## config.mk

```make
export PLATFORM = sky130hd
export DESIGN_NAME = line_timing_gen
export DESIGN_NICKNAME = d
export VERILOG_FILES = /design/src/rtl/line_timing_pkg.sv /design/src/rtl/lt_frac_acc.sv /design/src/rtl/lt_line_ctr.sv /design/src/rtl/lt_window_dec.sv /design/src/rtl/line_timing_gen.sv
export SDC_FILE = /design/constraint.sdc
export NUM_CORES = 1
export LEC_CHECK = 0
export BUFFER_PORTS_ARGS = -buffer_cell sky130_fd_sc_hd__buf_4
export CORE_MARGIN = 2
export CORE_UTILIZATION = 64
export DETAILED_ROUTE_END_ITERATION = 10
export PLACE_DENSITY = 0.91
export SYNTH_ARGS = -nofsm -noshare
export SYNTH_HDL_FRONTEND = slang
export SYNTH_HIERARCHICAL = 1
export SYNTH_SLANG_ARGS = --single-unit
```

## constraint.sdc

```tcl
create_clock -name clk -period 5.45 [get_ports clk]
set_input_delay 0.2725 -clock clk [delete_from_list [all_inputs] [get_ports clk]]
set_output_delay 0.2725 -clock clk [all_outputs]
set_load 0.05 [all_outputs]
```

## src/rtl/line_timing_pkg.sv

```systemverilog
package line_timing_pkg;
    localparam int unsigned LT_PERIOD_W  = 11;
    localparam int unsigned LT_OFFSET_W  = 10;
    localparam int unsigned LT_COUNT_W   = 11;
    localparam int unsigned LT_FRAC_W    = 8;
    localparam int unsigned LT_SYNC_W    = 64;
endpackage

```

## src/rtl/lt_frac_acc.sv

```systemverilog
module lt_frac_acc
    import line_timing_pkg::*;
#(
    parameter int unsigned FRAC_W = LT_FRAC_W
) (
    input  logic              clk,
    input  logic              rst_n,
    input  logic              step,
    input  logic [FRAC_W-1:0] cfg_frac,
    output logic              extra
);
    typedef struct packed {
        logic [FRAC_W-1:0] acc;
    } acc_st_t;

    acc_st_t st_d, st_q;
    logic [FRAC_W:0] sum;

    always_comb begin
        sum   = {1'b0, st_q.acc} + {1'b0, cfg_frac};
        extra = sum[FRAC_W];
        st_d  = st_q;
        if (step) begin
            st_d.acc = sum[FRAC_W-1:0];
        end
    end

    always_ff @(posedge clk or negedge rst_n) begin
        if (!rst_n) begin
            st_q <= '0;
        end else begin
            st_q <= st_d;
        end
    end

    AST_ACC_HOLD: assert property (@(posedge clk) disable iff (!rst_n)
        !step |=> $stable(st_q.acc));
endmodule

```

## src/rtl/lt_line_ctr.sv

```systemverilog
module lt_line_ctr
    import line_timing_pkg::*;
#(
    parameter int unsigned PERIOD_W = LT_PERIOD_W,
    parameter int unsigned OFFSET_W = LT_OFFSET_W,
    parameter int unsigned COUNT_W  = LT_COUNT_W
) (
    input  logic                clk,
    input  logic                rst_n,
    input  logic [PERIOD_W-1:0] cfg_period,
    input  logic [OFFSET_W-1:0] cfg_offset,
    input  logic [COUNT_W-1:0]  cfg_count,
    input  logic                extra,
    output logic                line_start,
    output logic                run,
    output logic [PERIOD_W:0]   pos,
    output logic [OFFSET_W-1:0] off,
    output logic [COUNT_W-1:0]  cnt
);
    localparam int unsigned LW = PERIOD_W + 1;

    typedef struct packed {
        logic                run;
        logic [LW-1:0]       pos;
        logic [LW-1:0]       len;
        logic [OFFSET_W-1:0] off;
        logic [COUNT_W-1:0]  cnt;
    } ctr_st_t;

    ctr_st_t st_d, st_q;

    always_comb begin
        line_start = !st_q.run || ((st_q.pos + LW'(1)) >= st_q.len);
        st_d = st_q;
        if (line_start) begin
            st_d.run = 1'b1;
            st_d.pos = '0;
            st_d.len = LW'(cfg_period) + LW'(extra);
            st_d.off = cfg_offset;
            st_d.cnt = cfg_count;
        end else begin
            st_d.pos = st_q.pos + LW'(1);
        end
    end

    always_ff @(posedge clk or negedge rst_n) begin
        if (!rst_n) begin
            st_q <= '0;
        end else begin
            st_q <= st_d;
        end
    end

    assign run = st_q.run;
    assign pos = st_q.pos;
    assign off = st_q.off;
    assign cnt = st_q.cnt;

    AST_POS_IN_LINE: assert property (@(posedge clk) disable iff (!rst_n)
        (st_q.run && st_q.len != '0) |-> (st_q.pos < st_q.len));
    AST_CFG_HELD: assert property (@(posedge clk) disable iff (!rst_n)
        (st_q.run && !line_start) |=> ($stable(st_q.off) && $stable(st_q.cnt) && $stable(st_q.len)));
endmodule

```

## src/rtl/lt_window_dec.sv

```systemverilog
module lt_window_dec
    import line_timing_pkg::*;
#(
    parameter int unsigned PERIOD_W   = LT_PERIOD_W,
    parameter int unsigned OFFSET_W   = LT_OFFSET_W,
    parameter int unsigned COUNT_W    = LT_COUNT_W,
    parameter int unsigned SYNC_WIDTH = LT_SYNC_W
) (
    input  logic                clk,
    input  logic                rst_n,
    input  logic                run,
    input  logic [PERIOD_W:0]   pos,
    input  logic [OFFSET_W-1:0] off,
    input  logic [COUNT_W-1:0]  cnt,
    output logic                hsync_n,
    output logic                active,
    output logic [COUNT_W-1:0]  pix_idx
);
    localparam int unsigned LW = PERIOD_W + 1;
    localparam int unsigned EW = LW + 2;
    localparam logic [LW-1:0] SYNC_LIM = LW'(SYNC_WIDTH);

    logic [EW-1:0] pos_e, win_lo, win_hi;

    always_comb begin
        pos_e   = EW'(pos);
        win_lo  = EW'(off);
        win_hi  = EW'(off) + EW'(cnt);
        hsync_n = !(run && (pos < SYNC_LIM));
        active  = run && (pos_e >= win_lo) && (pos_e < win_hi);
        pix_idx = active ? COUNT_W'(pos_e - win_lo) : '0;
    end

    AST_IDX_BOUND: assert property (@(posedge clk) disable iff (!rst_n)
        active |-> (pix_idx < cnt));
    AST_EMPTY_WINDOW: assert property (@(posedge clk) disable iff (!rst_n)
        (cnt == '0) |-> !active);
endmodule

```

## src/rtl/line_timing_gen.sv

```systemverilog
module line_timing_gen
    import line_timing_pkg::*;
#(
    parameter int unsigned PERIOD_W   = LT_PERIOD_W,
    parameter int unsigned OFFSET_W   = LT_OFFSET_W,
    parameter int unsigned COUNT_W    = LT_COUNT_W,
    parameter int unsigned FRAC_W     = LT_FRAC_W,
    parameter int unsigned SYNC_WIDTH = LT_SYNC_W
) (
    input  logic                clk,
    input  logic                rst_n,
    input  logic [PERIOD_W-1:0] cfg_period,
    input  logic [OFFSET_W-1:0] cfg_offset,
    input  logic [COUNT_W-1:0]  cfg_count,
    input  logic [FRAC_W-1:0]   cfg_frac,
    output logic                hsync_n,
    output logic                active,
    output logic [COUNT_W-1:0]  pix_idx
);
    logic                line_start;
    logic                extra;
    logic                run;
    logic [PERIOD_W:0]   pos;
    logic [OFFSET_W-1:0] off;
    logic [COUNT_W-1:0]  cnt;

    lt_frac_acc #(.FRAC_W(FRAC_W)) frac_i (
        .clk      (clk),
        .rst_n    (rst_n),
        .step     (line_start),
        .cfg_frac (cfg_frac),
        .extra    (extra)
    );

    lt_line_ctr #(
        .PERIOD_W (PERIOD_W),
        .OFFSET_W (OFFSET_W),
        .COUNT_W  (COUNT_W)
    ) ctr_i (
        .clk        (clk),
        .rst_n      (rst_n),
        .cfg_period (cfg_period),
        .cfg_offset (cfg_offset),
        .cfg_count  (cfg_count),
        .extra      (extra),
        .line_start (line_start),
        .run        (run),
        .pos        (pos),
        .off        (off),
        .cnt        (cnt)
    );

    lt_window_dec #(
        .PERIOD_W   (PERIOD_W),
        .OFFSET_W   (OFFSET_W),
        .COUNT_W    (COUNT_W),
        .SYNC_WIDTH (SYNC_WIDTH)
    ) dec_i (
        .clk     (clk),
        .rst_n   (rst_n),
        .run     (run),
        .pos     (pos),
        .off     (off),
        .cnt     (cnt),
        .hsync_n (hsync_n),
        .active  (active),
        .pix_idx (pix_idx)
    );

    AST_LEAD_EDGE: assert property (@(posedge clk) disable iff (!rst_n)
        line_start |=> !hsync_n);
    AST_NO_WINDOW_IDLE: assert property (@(posedge clk) disable iff (!rst_n)
        !run |-> (!active && hsync_n));
endmodule

```

==> results of run 1 <==
-- report_power, final --
part           leakage [nW]  switching, mW  internal, mW
Combinational          1.70          0.320         0.280
Clock                0.0482          0.127         0.103
Sequential            0.657         0.0469         0.466
Total                  2.40          0.494         0.848
-- per-layer routing --
metal  GRT usage, %  part of all wire [%]
met1           33.5                    42
met2           47.6                    50
met3           4.29                   5.3
met4           10.1                   2.6
met5              0                     0
-- path summary, 6_finish.rpt --
check                                  to  depth (start not counted)           from  slack, ns
setup reg to reg           frac_i/st_q[6]                         12   ctr_i/pos[1]       1.36
min in group clk             ctr_i/off[3]                          2  cfg_offset[3]       0.19
hold reg to reg              ctr_i/cnt[4]                          1   ctr_i/cnt[4]       0.52
max in group asynchronous    ctr_i/off[3]                          1          rst_n       4.98
hold / removal             ctr_i/st_q[23]                          1          rst_n     -0.001
setup / recovery               pix_idx[3]                         13   ctr_i/off[0]       0.45
-- kinds of logic after synthesis --
logic type / synth area share [%]
AOI/OAI and AO/OA: 12.8
xor gates and xnor gates: 6.50
adders and majority gates: 16.1
buffers and inverters: 9.99
DFF: 29.5
muxes: 10.3
other: 0.0818
and+or+nand+nor: 14.7
-- stage by stage --
step | instance area [um2] | setup slack [ns] | total power [mW] | hold slack [ns]
after floorplan | 4580 | 0.453 | 0.978 | -0.0231
after global placement | 4800 | 1.22 | 1.06 | 0.352
after detailed placement | 4800 | 1.02 | 1.10 | 0.362
after CTS | 4890 | 0.621 | 1.34 | 0.0239
after global routing | 4890 | 0.179 | 1.43 | 0.0640
final | 4890 | 0.450 | 1.34 | -0.000970
-- flip-flops by register name, indices dropped and copies added, names as in the netlist --
signal and cells:
ctr_i/st_q 12, ctr_i/pos 12, ctr_i/cnt 11, ctr_i/off 10, ctr_i/run 1, frac_i/st_q 8
-- area by class of cell --
cell class / count / area share [%]
Tap cell: 96 / 2.46
Inverter: 37 / 2.84
Clock buffer: 7 / 1.77
Clock inverter: 1 / 0.102
Sequential cell: 54 / 27.6
Multi-Input combinational cell: 345 / 56.7
Timing Repair Buffer: 55 / 8.45
-- cell usage after synthesis, drive strengths merged (5+ instances only) --
cell and number:
a211oi 6, nand3 21, nand2 22, nor2 24, mux2 26, mux2i 11, a21o 5, dfrtp 54
a21oi 30, xor2 18, o211ai 5, nor3 17, buf 38, inv 37, and2 11, o21ai 16
xnor2 16, ha 54, nor4 7
-- critical path, delay by kind of cell, from the launching register on --
family          cells  cell delay (ns)
compound gates      4             0.99
fa+ha+maj           3             0.94
buf+inv             1             0.28
flops               1             0.41
simple gates        5             1.79
==> impl_metrics.json, run 1 <==
{
  "status": "finished with violations",
  "violations": "hold timing",
  "synth_flop_cell": "dfrtp_1",
  "seq_area_um2": 1350,
  "layout_commonest_cell": "buf_4",
  "ios": 55,
  "worst_path_max_delay_cell": "nor4_1",
  "cpMostUsedCell": "ha_1",
  "critPathLaunchType": "register",
  "synth.avg_cell_area_um2": 9.59,
  "wl_per_cell_um": 17.0,
  "rsz0062_at_grt": "no",
  "grt_remaining_overflow": 0,
  "cts_tree": "yes",
  "ys_types": 63,
  "fin_cells": 595,
  "relSlewSlack_pct": 17.3,
  "power_leakage_nw": 2.40,
  "tightest_slew_ns": 1.24,
  "crit_type": "register to primary output",
  "port-buffer-count": 54,
  "post-route-util_pct": 71.2,
  "synth.yosys.seq_area_share_pct": 29.5,
  "cts-root-buf": "clkbuf_8",
  "cts.sink_count": 54,
  "hold_viol_final": 2,
  "hold_buffers": 0,
  "netlist_instances": 478,
  "area.growth.synth_to_final_pct": 6.69,
  "postCtsResizedCells": 0,
  "min_path_type": "input pin to asynchronous set/reset pin",
  "setup_viol": 0,
  "clk_latency_ns": 0.31,
  "period_needed_ns": 5.00,
  "cp-end-kind": "primary output",
  "setup_tns_ns": 0,
  "skew_ns": 0.00566,
  "final_cell_mix": "buf_4 (55), ha_1 (54), dfrtp_1 (54), inv_1 (36), a21oi_1 (30)",
  "crit_arrival_ns": 4.73,
  "path_clk_slew_ns": 0.09,
  "cts_max_level": 2,
  "place_congestion": 0.931,
  "p_per_area_nw_per_um2": 275,
  "fp.dieH_um": 88.6,
  "drive_gt1_share_pct": 20.0,
  "cap_viol_max_count": 0,
  "critPathRequiredTime_ns": 5.18,
  "grt_max_degree": 55,
  "timing.hold.ws_ns": -0.000970,
  "grt_pass1_wl_um": 16500,
  "max_freq_mhz": 200,
  "routed_wirelength_um": 10100,
  "num_rows": 30,
  "antenna_found_initial": 0,
  "fin_nets": 597,
  "syn-num-nets": 577,
  "ant_nets": 0,
  "drtIter0Drc": 209,
  "fillerInstances": 495,
  "async_flop_share_pct": 100,
  "cts_buffers": 5,
  "cts_max_path_buffers": 2,
  "dieWidth_um": 88.6,
  "fin_crit_sh_pct": 91.7,
  "core_area_um2": 6870,
  "grt_pass1_vias": 3540,
  "post_cts_buffers": 0,
  "route.detailed.drc": 0,
  "max_stage_delay_ns": 0.56,
  "post-dp-hpwl_um": 7630,
  "vias_per_cell": 6.10,
  "yosys_warnings": 6,
  "synth_top_area_share_pct": 29.5,
  "firstDrtPassIters": 5,
  "slew_violations": 0,
  "multiInputGateArea_um2": 2770,
  "start_util_pct": 66.7,
  "synth_edf_count": 0,
  "grt.total_usage_pct": 27.0,
  "yosys_register_bits": 54,
  "antenna_cells": 0,
  "synth.largest_area_cell": "dfrtp_1",
  "synth_area_leaders": "dfrtp_1 (29%), ha_1 (15%), mux2_4 (6.2%)",
  "place_inst": 587,
  "crit_path_max_fanout": 12,
  "ir_drop_mv": 0.241,
  "syn-cell-area_um2": 4580,
  "vias": 3628,
  "worstPathCellList": "ha_1, fa_1, a21oi_1, o211ai_1, or4_1, a2111oi_0, nor3_1, ha_1, nor2b_1, o21ai_0, nand4b_1, nor4_1, buf_4",
  "die_area_um2": 7850
}
(Power assumes the default switching activity.)
==> run 2: changes to the inputs <==
--- a/config.mk
+++ b/config.mk
@@ -6,7 +6,6 @@
 export NUM_CORES = 1
 export LEC_CHECK = 0
 export BUFFER_PORTS_ARGS = -buffer_cell sky130_fd_sc_hd__buf_4
-export CORE_MARGIN = 2
 export CORE_UTILIZATION = 64
 export DETAILED_ROUTE_END_ITERATION = 10
 export PLACE_DENSITY = 0.91
==> constraint.sdc (replaced) <==
create_clock -name clk -period 5.45 [get_ports clk]
set_input_delay 0.2725 -clock clk [delete_from_list [all_inputs] [get_ports clk]]
set_output_delay 0.2725 -clock clk [all_outputs]
set_load 0.1 [all_outputs]
==> run 2 against run 1 <==
  * Via count decreased by 0.83%
  * Global-route usage increased by 0.39 points
  * Count of clock-buffer cells in the layout unchanged
  * Critical path depth increased by 1
  * The run still ends with hold timing left
  * Largest power group unchanged
==> impl_metrics.json, run 2 (synthesis gave the netlist of run 1 again) <==
{
  "status": "finished with violations",
  "violations": "hold timing",
  "rr_startpoint": "ctr_i/pos[1]",
  "drive_gt1_share_pct": 20.8,
  "ant_nets": 0,
  "slew_violations": 0,
  "setup_slack_ns": 0.399,
  "grt_max_degree": 55,
  "fp.dieH_um": 86.6,
  "cts.sink_count": 54,
  "critPathLaunchType": "register",
  "layout_commonest_cell": "buf_4",
  "dieWidth_um": 86.6,
  "grt_remaining_overflow": 0,
  "reg2reg_setup_slack_ns": 1.49,
  "clk_latency_ns": 0.31,
  "core_area_um2": 6870,
  "worst_path_max_delay_cell": "nand4b_1",
  "cap_viol_max_count": 0,
  "crit_path_max_fanout": 12,
  "p_per_area_nw_per_um2": 280,
  "multiInputGateArea_um2": 2800,
  "grt_pass1_vias": 3489,
  "num_rows": 30,
  "routed_wirelength_um": 9700,
  "vias_per_cell": 6.04,
  "cts_max_path_buffers": 2,
  "cts-root-buf": "clkbuf_8",
  "post-dp-hpwl_um": 7310,
  "start_util_pct": 66.7,
  "ir_drop_mv": 0.255,
  "worstPathCellList": "ha_1, fa_1, a21oi_1, o211ai_1, or4_1, a2111oi_0, nor3_1, ha_1, nand4_1, nor4_1, o41ai_1, nand4b_1, a2111oi_2, buf_4",
  "seq_area_um2": 1350,
  "critPathLaunch": "ctr_i/off[0]",
  "crit_buf_inv": 1,
  "fillerInstances": 478,
  "port-buffer-count": 54,
  "cts_buffers": 5,
  "fin_crit_sh_pct": 92.7,
  "tightest_slew_ns": 0.745,
  "drtIter0Drc": 242,
  "relSlewSlack_pct": 50.3,
  "power_leakage_nw": 2.41,
  "final_cell_mix": "buf_4 (56), ha_1 (54), dfrtp_1 (54), inv_1 (36), a21oi_1 (30)",
  "max_freq_mhz": 198,
  "rr_endpoint": "ctr_i/cnt[5]",
  "die_area_um2": 7500,
  "place_congestion": 0.960,
  "route.detailed.drc": 0,
  "hold_viol_final": 5,
  "post-route-util_pct": 71.8,
  "cpMostUsedCell": "ha_1",
  "setup_tns_ns": 0,
  "cts_tree": "yes",
  "crit_type": "register to primary output",
  "timing.hold.ws_ns": -0.00685,
  "skew_ns": 0.00764,
  "cp_top_family": "compound AO/OA/AOI/OAI gates",
  "wl_per_cell_um": 16.3,
  "grt_pass1_wl_um": 16100,
  "antenna_cells": 0,
  "fin_nets": 598,
  "cts_max_level": 2,
  "hold_buffers": 0,
  "grt.total_usage_pct": 27.4,
  "min_path_type": "input pin to asynchronous set/reset pin",
  "vias": 3598,
  "cp-end-kind": "primary output",
  "postCtsResizedCells": 0,
  "rsz0062_at_grt": "no",
  "preCtsSetupSlack_ns": 0.910,
  "crit_arrival_ns": 4.78,
  "firstDrtPassIters": 5,
  "critPathRequiredTime_ns": 5.18,
  "worst-r2r-cell-count": 11,
  "path_clk_slew_ns": 0.09,
  "post_cts_buffers": 0,
  "area.growth.synth_to_final_pct": 7.67,
  "cp_num_cells": 14,
  "period_needed_ns": 5.05,
  "max_stage_delay_ns": 0.55,
  "setup_viol": 0,
  "ios": 55,
  "antenna_found_initial": 0,
  "endpoint": "pix_idx[5]"
}
==> run 2: cell type report <==
cell class              instances  area share [%]
well taps                      96            2.43
clock inverters                 1           0.609
multi-input cells             345            56.7
repair buffers                 56            8.52
inverters                      37            2.82
flip-flops and latches         54            27.4
clock buffers                   7            1.55
==> run 2: worst min-delay path by stage <==
stage,from,to
after floorplan,rst_n,ctr_i/cnt[0]
after global placement,rst_n,ctr_i/st_q[23]
after detailed placement,rst_n,ctr_i/st_q[23]
after CTS,rst_n,ctr_i/st_q[23]
after global routing,rst_n,ctr_i/st_q[23]
final,rst_n,ctr_i/st_q[23]
==> run 2: stage by stage <==
step | cell area, um2 | std cells | power (mW)
after global placement | 4830 | 588 | 1.06
after global routing | 4930 | 596 | 1.48
after detailed placement | 4830 | 588 | 1.11
after floorplan | 4610 | 478 | 0.982
final | 4930 | 596 | 1.38
after CTS | 4930 | 596 | 1.38
==> run 2: metal layers <==
metal	part of all wire [%]	vias up	wire length [um]	track usage [%]
li1	-	1717	-	-
met1	43	1692	4140	34.5
met2	48	161	4670	46.1
met3	6.6	28	640	5.71
met4	2.5	0	246	11.4
met5	0	-	0	0
==> run 2: report_power, final <==
part / total [mW] / leakage, nW / internal [mW] / switching (mW)
clock: 0.265 / 0.0524 / 0.138 / 0.128
sequential: 0.512 / 0.657 / 0.466 / 0.0462
combinational: 0.602 / 1.71 / 0.280 / 0.322
total: 1.38 / 2.41 / 0.883 / 0.496
